### src/rtl/gf4096_mul.sv
`timescale 1ns/1ps
module gf4096_mul #(
  parameter logic [11:0] GEN_CONST = 12'hE01,
  parameter logic [5:0]  EXT_CONST = 6'h21
) (
  input  logic        clk,
  input  logic        rst_n,
  input  logic        in_valid,
  input  logic        gen_mode,
  input  logic [11:0] op_a,
  input  logic [11:0] op_b,
  output logic        out_valid,
  output logic [11:0] product
);
  localparam int HW = 6;

  function automatic logic [HW-1:0] gf64_mul(input logic [HW-1:0] x, input logic [HW-1:0] y);
    logic [HW-1:0] acc;
    logic [HW-1:0] sh;
    acc = '0;
    sh  = y;
    for (int i = 0; i < HW; i++) begin
      if (x[i]) acc = acc ^ sh;
      sh = {sh[HW-2:0], 1'b0} ^ (sh[HW-1] ? 6'h03 : 6'h00);
    end
    return acc;
  endfunction

  logic [11:0]   b_sel;
  logic [HW-1:0] ah, al, bh, bl, p_ll, p_hh, hi, lo;

  assign b_sel = gen_mode ? GEN_CONST : op_b;
  assign ah    = op_a[11:HW];
  assign al    = op_a[HW-1:0];
  assign bh    = b_sel[11:HW];
  assign bl    = b_sel[HW-1:0];
  assign p_ll  = gf64_mul(al, bl);
  assign p_hh  = gf64_mul(ah, bh);
  assign hi    = gf64_mul(ah ^ al, bh ^ bl) ^ p_ll;
  assign lo    = gf64_mul(p_hh, EXT_CONST) ^ p_ll;

  always_ff @(posedge clk) begin
    if (!rst_n) begin
      out_valid <= 1'b0;
      product   <= '0;
    end else begin
      out_valid <= in_valid;
      if (in_valid) product <= {hi, lo};
    end
  end

  p_valid_follows_r1: assert property (@(posedge clk) disable iff (!rst_n)
    in_valid |=> out_valid);
  p_idle_follows_r1: assert property (@(posedge clk) disable iff (!rst_n)
    !in_valid |=> !out_valid);
  p_zero_operand_r3: assert property (@(posedge clk) disable iff (!rst_n)
    (in_valid && (op_a == 12'h000)) |=> (product == 12'h000));
  p_identity_r4: assert property (@(posedge clk) disable iff (!rst_n)
    (in_valid && !gen_mode && (op_b == 12'h001)) |=> (product == $past(op_a)));
  p_hold_r8: assert property (@(posedge clk) disable iff (!rst_n)
    !in_valid |=> $stable(product));
endmodule

### config.mk
export PLATFORM = sky130hd
export DESIGN_NAME = gf4096_mul
export DESIGN_NICKNAME = d
export VERILOG_FILES = /design/src/rtl/gf4096_mul.sv
export SDC_FILE = /design/constraint.sdc
export NUM_CORES = 1
export LEC_CHECK = 0
export BUFFER_PORTS_ARGS = -buffer_cell sky130_fd_sc_hd__buf_4
export CORE_MARGIN = 4
export CORE_UTILIZATION = 40
export CTS_CLUSTER_DIAMETER = 40
export DETAILED_ROUTE_END_ITERATION = 10
export PLACE_DENSITY_LB_ADDON = 0.3
export SLEW_MARGIN = 5
export SYNTH_ARGS = -nofsm -noshare
export SYNTH_HDL_FRONTEND = slang
export SYNTH_SLANG_ARGS = --single-unit
### constraint.sdc
create_clock -name clk -period 3.1 [get_ports clk]
set_clock_uncertainty 0.2 [all_clocks]
set_input_delay 0.93 -clock clk [delete_from_list [all_inputs] [get_ports clk]]
set_output_delay 0.93 -clock clk [all_outputs]
set_load 0.01 [all_outputs]
=== Yosys cells after proc, flatten, opt, wreduce, memory -nomap -nowiden ===
Cells that the tools add are included.

* Register bits: 13
* Input bits: 28
* Output and inout bits: 13
* Word-level logic and storage cells: 81

* Multiplexer cells: 40
* Bitwise gates (word level): 39

{| class="wikitable"
|+ Operators with widths
! cell !! count
|-
| 2-to-1 mux 6 bit || 19
|-
| XOR 6 bit || 19
|-
| XOR 6 x 2 -> 6 bit || 15
|-
| 2-to-1 mux 2 bit || 16
|-
| 2-to-1 mux 12 bit || 1
|-
| 2-to-1 mux 5 bit || 1
|-
| inverter 1 bit || 5
|-
| 2-to-1 mux 4 bit || 1
|-
| 2-to-1 mux 3 bit || 1
|-
| 2-to-1 mux 1 bit || 1
|}

=== Depth between registers and ports, before layout ===
Gate-level depths: netlist (run 1).

* Word-level depth: 21
* Depth in mapped cells: 10

=== Worst setup path after synthesis (run 1) ===
Ideal clock, no wire load.

* Path kind: input-to-reg
* Start: input port op_a[0]
* End: register product[2]
* Library setup time: 0.132 ns
* Arrival time: 2.659 ns
* Required time: 2.768 ns
* Slack: 0.109 ns
* Cell stages on the path: 9
* Cells stage by stage: buf_2 > and4bb_2 > a221oi_1 > xnor2_1 > xnor2_1 > mux2_2 > o21ai_1 > xnor2_1 > a21oi_1

* Cells in the longest elaborated chain, start to end: 12

{| class="wikitable"
|+ RTL lines
! item !! line !! source
|-
| start, declared || 10 || <nowiki>input logic [11:0] op_a,</nowiki>
|-
| 2-to-1 mux 6 bit * || 23 || <nowiki>if (x[i]) acc = acc ^ sh;</nowiki>
|-
| XOR 6 bit || 23 ||
|-
| 2-to-1 mux 6 bit * || 23 ||
|-
| XOR 6 bit || 23 ||
|-
| 2-to-1 mux 6 bit * || 23 ||
|-
| XOR 6 bit || 23 ||
|-
| 2-to-1 mux 6 bit * || 23 ||
|-
| XOR 6 bit || 23 ||
|-
| 2-to-1 mux 6 bit * || 23 ||
|-
| XOR 6 bit || 23 ||
|-
| 2-to-1 mux 6 bit * || 23 ||
|-
| XOR 6 bit * || 40 || <nowiki>assign lo = gf64_mul(p_hh, EXT_CONST) ^ p_ll;</nowiki>
|-
| end signal, assigned || 48 || <nowiki>if (in_valid) product <= {hi, lo};</nowiki>
|-
| end, declared || 13 || <nowiki>output logic [11:0] product</nowiki>
|}

Mark *: on every way between the ends. The rest lies on a longest branch, timed or not.
A chain may end at the register's enable or synchronous reset.

=== Final worst setup path (run 1) ===
* Start: input port op_a[5]
* End: register product[2]

* Cells in the longest elaborated chain, start to end: 2

{| class="wikitable"
|+ RTL lines
! item !! line
|-
| 2-to-1 mux 6 bit || 23
|-
| XOR 6 bit || 40
|}

Every way passes these cells.

==> results.md, run 1 <==
* Worst-Skew Late Latency at 0.25 ns
* Final Non-Filler Cells at 547
* Core area at 6830 sq um
* Final count of negative-setup-slack endpoints at 0
* Yosys Warn Count at 0
* Global route overflow at 0
* Worst r2r src: product[9]
* Peak VDD IR at 0.000137 V
* Final #Nets at 480
* Area grow syn2layout at 19.1%
* GRT Total Usage at 18.2%
* Setup Buffers After CTS at 0
* Post-DP Area at 3310 sq um
* Die footprint at 8460 sq um
* Slew @ Worst Pin at 0.646 ns
* First-pass DRT Iterations at 4
* Avg Cell Area, Syn at 6.86 sq um
* Post-cts resize count at 0
* WP data arrival at 2.80 ns
* Detailed Route Iter0 Violations at 153
* Most frequent cells in the layout: xnor2_1, buf_4, nand2_1, nor2_1, o21ai_0
* RSZ-0062 raised after global routing: false
* Clock slew at reported path FFs at 0.06 ns
* Slew margin rel. at 56.6%
* Tightest Hold Check Type: reg -> reg
* CTS buffer count at 3
* Post-Synthesis Cell Area at 2820 sq um
* First-pass GRT wire length at 12,800 um
* Clock root buffer: clkbuf_8
* Worst path cell trace: buf_4, mux2_2, a221oi_1, xnor2_1, xnor2_1, mux2_2, o21ai_1, xnor2_1, a21oi_1
* Drt wl/cell at 14.0 um
* Setup TNS at 0 ns
* Cell family with most CP delay: multiplexers
* Tcrit/Tclk final at 92.6%
* Clock sinks at 13
* Switch share at 41.7%
* CP Data Required Time at 3.03 ns
* Worst hold stages at 1
* Max-cap violations at 0
* Buf/Inv on CP at 1
* DR vias at 2,913
* PortBufs at 40
* Worst reg2reg endpoint: product[9]
* Synth Flop Type: dfxtp_1
* Cell mode on critical path: xnor2_1
* P_sw at 0.000491 W
* Total Wirelength at 7680 um
* CP Capture Type: flip-flop
* CTS tree: done
* Post-CTS Hold Fix Bufs at 0
* DRC Markers at 0
* Initial antenna violation count at 0
* Die width at 92.0 um
* Diode count at 0
* Hold Vio Cnt, Final at 0
* Fin. max-slew vios at 0
* Deepest clock path buffer count at 2
* Clk pwr share at 13.2%
* Placed cell count at 543
* Final min period at 2.87 ns
* Cell variety after synth at 50
* GP Congestion at 0.842
* Overall power at 0.00118 W
* Share of layout cells above drive strength 1 at 20.2%
* Final core utilization at 49.2%
* Crit path largest cell delay at 0.36 ns
* Hold EP: product[10]
* Post-synthesis sequential area ratio at 9.22%
* Post-synth EDFFs at 0
* Post-DP HPWL at 5990 um
* HP Start: product[10]
* Leakage power total at 1.38 nW
* Syn Inst Count at 411
* ANT nets after route at 0
* Vias/cell at 5.33
* Initial Util at 41.3%
* Vias in the first global route at 2,670
* Logic pwr share at 68.7%
* Post-synth net total at 439
* Row cnt at 30
* CP max FO at 3
* Maximum achievable frequency at 348 MHz
* Cell Pwr Density at 351 nW/um^2
* Critical path launch point type: input pin
* FF-to-FF setup slack at 2.17 ns
* Chip height at 92.0 um
* Sequential group share of total power at 18.1%
* Synth Register Bits at 13
* Asr flop ratio synth at 0%
* Crit path kind: in -> reg
* R2R cell count at 1
* Largest net degree at the start of global routing at 28
* Cell internal pwr at 0.000688 W
* Ports at 41
* Design area at 3360 sq um
* Outcome: finished clean
* CP max stage cell: mux2_2
* H-tree depth at 1
-- cell usage after synthesis (all sizes together) (2+ instances only) --
master / instances / area (sq um)
xnor2: 74 / 656
nand2: 58 / 218
nor2: 32 / 120
o21ai: 28 / 140
xor2: 28 / 272
buf: 25 / 146
a21oi: 21 / 105
nor3: 21 / 110
clkbuf: 13 / 48.8
dfxtp: 13 / 260
nand3: 10 / 50.1
nor2b: 9 / 56.3
o22ai: 9 / 62.6
inv: 8 / 30.0
a211oi: 6 / 45.0
a31oi: 5 / 31.3
o21bai: 5 / 37.5
a21o: 4 / 30.0
a221oi: 4 / 35.0
mux2i: 4 / 40.0
nand2b: 4 / 25.0
a22oi: 3 / 22.5
mux2: 3 / 33.8
xnor3: 3 / 67.6
and3: 2 / 12.5
o211a: 2 / 20.0
o221ai: 2 / 17.5
or2: 2 / 12.5
-- cell families (layout without fill, tap and decap cells) --
kind of cell	Yosys count	count (layout)	synth area share [%]
buf+inv	46	86	7.98
xor+xnor	105	105	35.3
simple gates	143	143	22.9
mux	7	7	2.62
compound gates	97	97	22.0
flops	13	13	9.22
-- final cells by class --
class / instances / area (sq um)
clock buffers: 3 / 41.3
clock inverters: 1 / 5.00
fillers: 717 / 3470
inverters: 8 / 30.0
multi-input cells: 352 / 2340
flip-flops and latches: 13 / 260
well taps: 96 / 120
repair buffers: 74 / 568
-- per-stage QoR --
stage / setup WS, ns / hold slack [ns]
6_report: 0.229 / 0.279
5_1_grt: 0.0671 / 0.313
4_1_cts: 0.209 / 0.283
3_5_place_dp: -0.0452 / 0.268
3_3_place_gp: 0.00267 / 0.263
2_1_floorplan: 0.109 / 0.308
-- registers in the layout, summed over array words and instances, names as in the netlist --
register and cells:
product 12, out_valid 1
-- metal layers --
metal  wire length [um]  part of all wire (%)  global-route usage (%)
met3                411                   5.4                    2.05
met2               3570                    47                    30.1
met5                  0                     0                       0
met1               3620                    47                    25.3
met4                 74                  0.96                    3.96
-- worst max-delay path by stage --
stage	startpoint	slack, ns	to	cells after the start
finish	op_a[5]	0.23	product[2]	9
global route	op_a[5]	0.07	product[2]	9
CTS	op_a[5]	0.21	product[2]	9
detailed placement	op_a[5]	-0.05	product[2]	9
global placement	op_a[5]	0.003	product[8]	9
floorplan	op_a[0]	0.11	product[2]	9
-- power by group through the flow --
stage	registers [W]	logic, W	clock network [W]
2_1_floorplan	0.000229	0.000569	0
3_3_place_gp	0.000217	0.000796	0
3_5_place_dp	0.000218	0.000808	0
4_1_cts	0.000214	0.000811	0.000161
5_1_grt	0.000217	0.000891	0.000171
6_report	0.000214	0.000810	0.000156
Power figures use the tool's default switching activity.
==> run 2, diff against run 1 <==
--- a/config.mk
+++ b/config.mk
@@ -5,11 +5,12 @@
 export SDC_FILE = /design/constraint.sdc
 export NUM_CORES = 1
 export LEC_CHECK = 0
-export BUFFER_PORTS_ARGS = -buffer_cell sky130_fd_sc_hd__buf_4
 export CORE_MARGIN = 4
 export CORE_UTILIZATION = 40
 export CTS_CLUSTER_DIAMETER = 40
 export DETAILED_ROUTE_END_ITERATION = 10
+export DONT_BUFFER_PORTS = 1
+export MAX_ROUTING_LAYER = met4
 export PLACE_DENSITY_LB_ADDON = 0.3
 export SLEW_MARGIN = 5
 export SYNTH_ARGS = -nofsm -noshare
==> run 2 against run 1 <==
  * Die area did not move
  * Register-to-register slack got worse by 0.04 ns
  * Sequential power rose by 8%
  * Via count fell by 9.2%
  * Combinational power fell by 23%
  * Critical path depth fell by 1
  * Flip-flop and latch count did not move
  * Sequential share of layout area rose by 1.4 points
  * Final cell count fell by 12%
  * Worst hold slack improved by 0.050 ns
  * Critical path type unchanged
  * Highest routed layer unchanged
==> results.md, run 2 (synthesized netlist as in run 1, its figures left out) <==
* Post-DP HPWL at 5500 um
* Top Registers: product: 12 flops, out_valid: 1 flops
* Slew margin rel. at 65.4%
* Post-DP Area at 2810 sq um
* DRC Markers at 0
* ANT nets after route at 0
* Final min period at 2.79 ns
* Crit path from: op_a[5]
* Initial Util at 41.3%
* Worst-Skew Late Latency at 0.24 ns
* Maximum achievable frequency at 359 MHz
* Clock slew at reported path FFs at 0.05 ns
* Max-cap violations at 0
* Final #Nets at 415
* H-tree depth at 1
* Row cnt at 30
* Outcome: finished clean
* First-pass GRT wire length at 12,200 um
* Worst r2r src: product[9]
* Crit path kind: in -> reg
* Chip height at 92.0 um
* Design area at 2860 sq um
* Fin. max-slew vios at 0
* CTS buffer count at 3
* Placed cell count at 478
* PortBufs at 0
* CTS tree: done
* Area grow syn2layout at 1.33%
* Final Non-Filler Cells at 482
* Total Wirelength at 7340 um
* Post-CTS Hold Fix Bufs at 0
* GRT Total Usage at 17.7%
* WP data arrival at 2.71 ns
* Global route overflow at 0
* CP Data Required Time at 3.02 ns
* Ports at 41
* Die width at 92.0 um
* Drt wl/cell at 15.2 um
* Largest Register: product
* Detailed Route Iter0 Violations at 134
* Clock root buffer: clkbuf_8
* Hold Vio Cnt, Final at 0
* GP Congestion at 0.913
* Max reg flops at 12
* Largest net degree at the start of global routing at 66
* Cell Pwr Density at 349 nW/um^2
* Leakage power total at 1.05 nW
* Final count of negative-setup-slack endpoints at 0
* Vias/cell at 5.49
* Core area at 6830 sq um
* Slew @ Worst Pin at 0.516 ns
* Initial antenna violation count at 0
* CP Capture Type: flip-flop
* Clock sinks at 13
* Most frequent cells in the layout: xnor2_1, nand2_1, nor2_1, o21ai_0, xor2_1
* RSZ-0062 raised after global routing: false
* DR vias at 2,645
* Share of layout cells above drive strength 1 at 6.48%
* Deepest clock path buffer count at 2
* Critical path launch point type: input pin
* Post-cts resize count at 0
* Die footprint at 8460 sq um
* Setup Buffers After CTS at 0
* Setup TNS at 0 ns
* HP Start: product[5]
* Tightest Hold Check Type: reg -> reg
* Diode count at 0
* CP max FO at 13
* Tcrit/Tclk final at 89.9%
* Vias in the first global route at 2,403
* Peak VDD IR at 0.000114 V
* Commonest non-fill, non-tap cell in the layout: xnor2_1
* First-pass DRT Iterations at 4
-- run 2: cell count changes in the layout (fill, tap and decap cells not counted), sizes merged --
cell | before | now
clkinv | 1 | 0
buf | 74 | 9
clkbuf | 3 | 4
-- run 2: cell type report --
class	count	area, sq um
flip-flops and latches	13	260
multi-input cells	352	2340
well taps	96	120
repair buffers	9	67.6
inverters	8	30.0
fillers	746	3970
clock buffers	4	45.0
-- run 2: per-layer routing --
metal / wire, um / track usage (%)
met4: 76 / 4.33
met1: 3480 / 24.5
met3: 404 / 2.46
met2: 3380 / 27.3
met5: 0 / -
-- run 2: power by group --
group	internal, W	leakage [nW]	switching [W]	total [W]
clock network	0.0000904	0.0228	0.0000543	0.000145
logic	0.000320	0.923	0.000303	0.000622
registers	0.000198	0.108	0.0000330	0.000231
-- run 2: per-stage QoR --
stage,hold WS [ns],utilization (%),power [W],worst slack (ns)
floorplan,0.308,-,0.000798,0.109
global placement,0.324,41.2,0.000848,0.0765
detailed placement,0.329,41.2,0.000858,0.0538
CTS,0.336,41.8,0.00101,0.300
global route,0.360,41.8,0.00108,0.202
finish,0.329,41.8,0.000998,0.313
-- run 2: worst paths after layout --
path                              endpoint  slack, ns  cells after the start
worst max-delay path            product[8]       0.31                      8
worst max register to register  product[9]       2.13                      1
worst min register to register  product[5]       0.33                      2
worst min-delay path            product[5]       0.33                      2
-- run 2: worst max-delay path, cell delays in order --
cell and delay, ns:
mux2_2 0.30, a221oi_1 0.30, xnor2_1 0.18, xnor2_1 0.16, mux2_2 0.36, o21ai_1 0.23, xnor2_1 0.15, a21oi_1 0.08
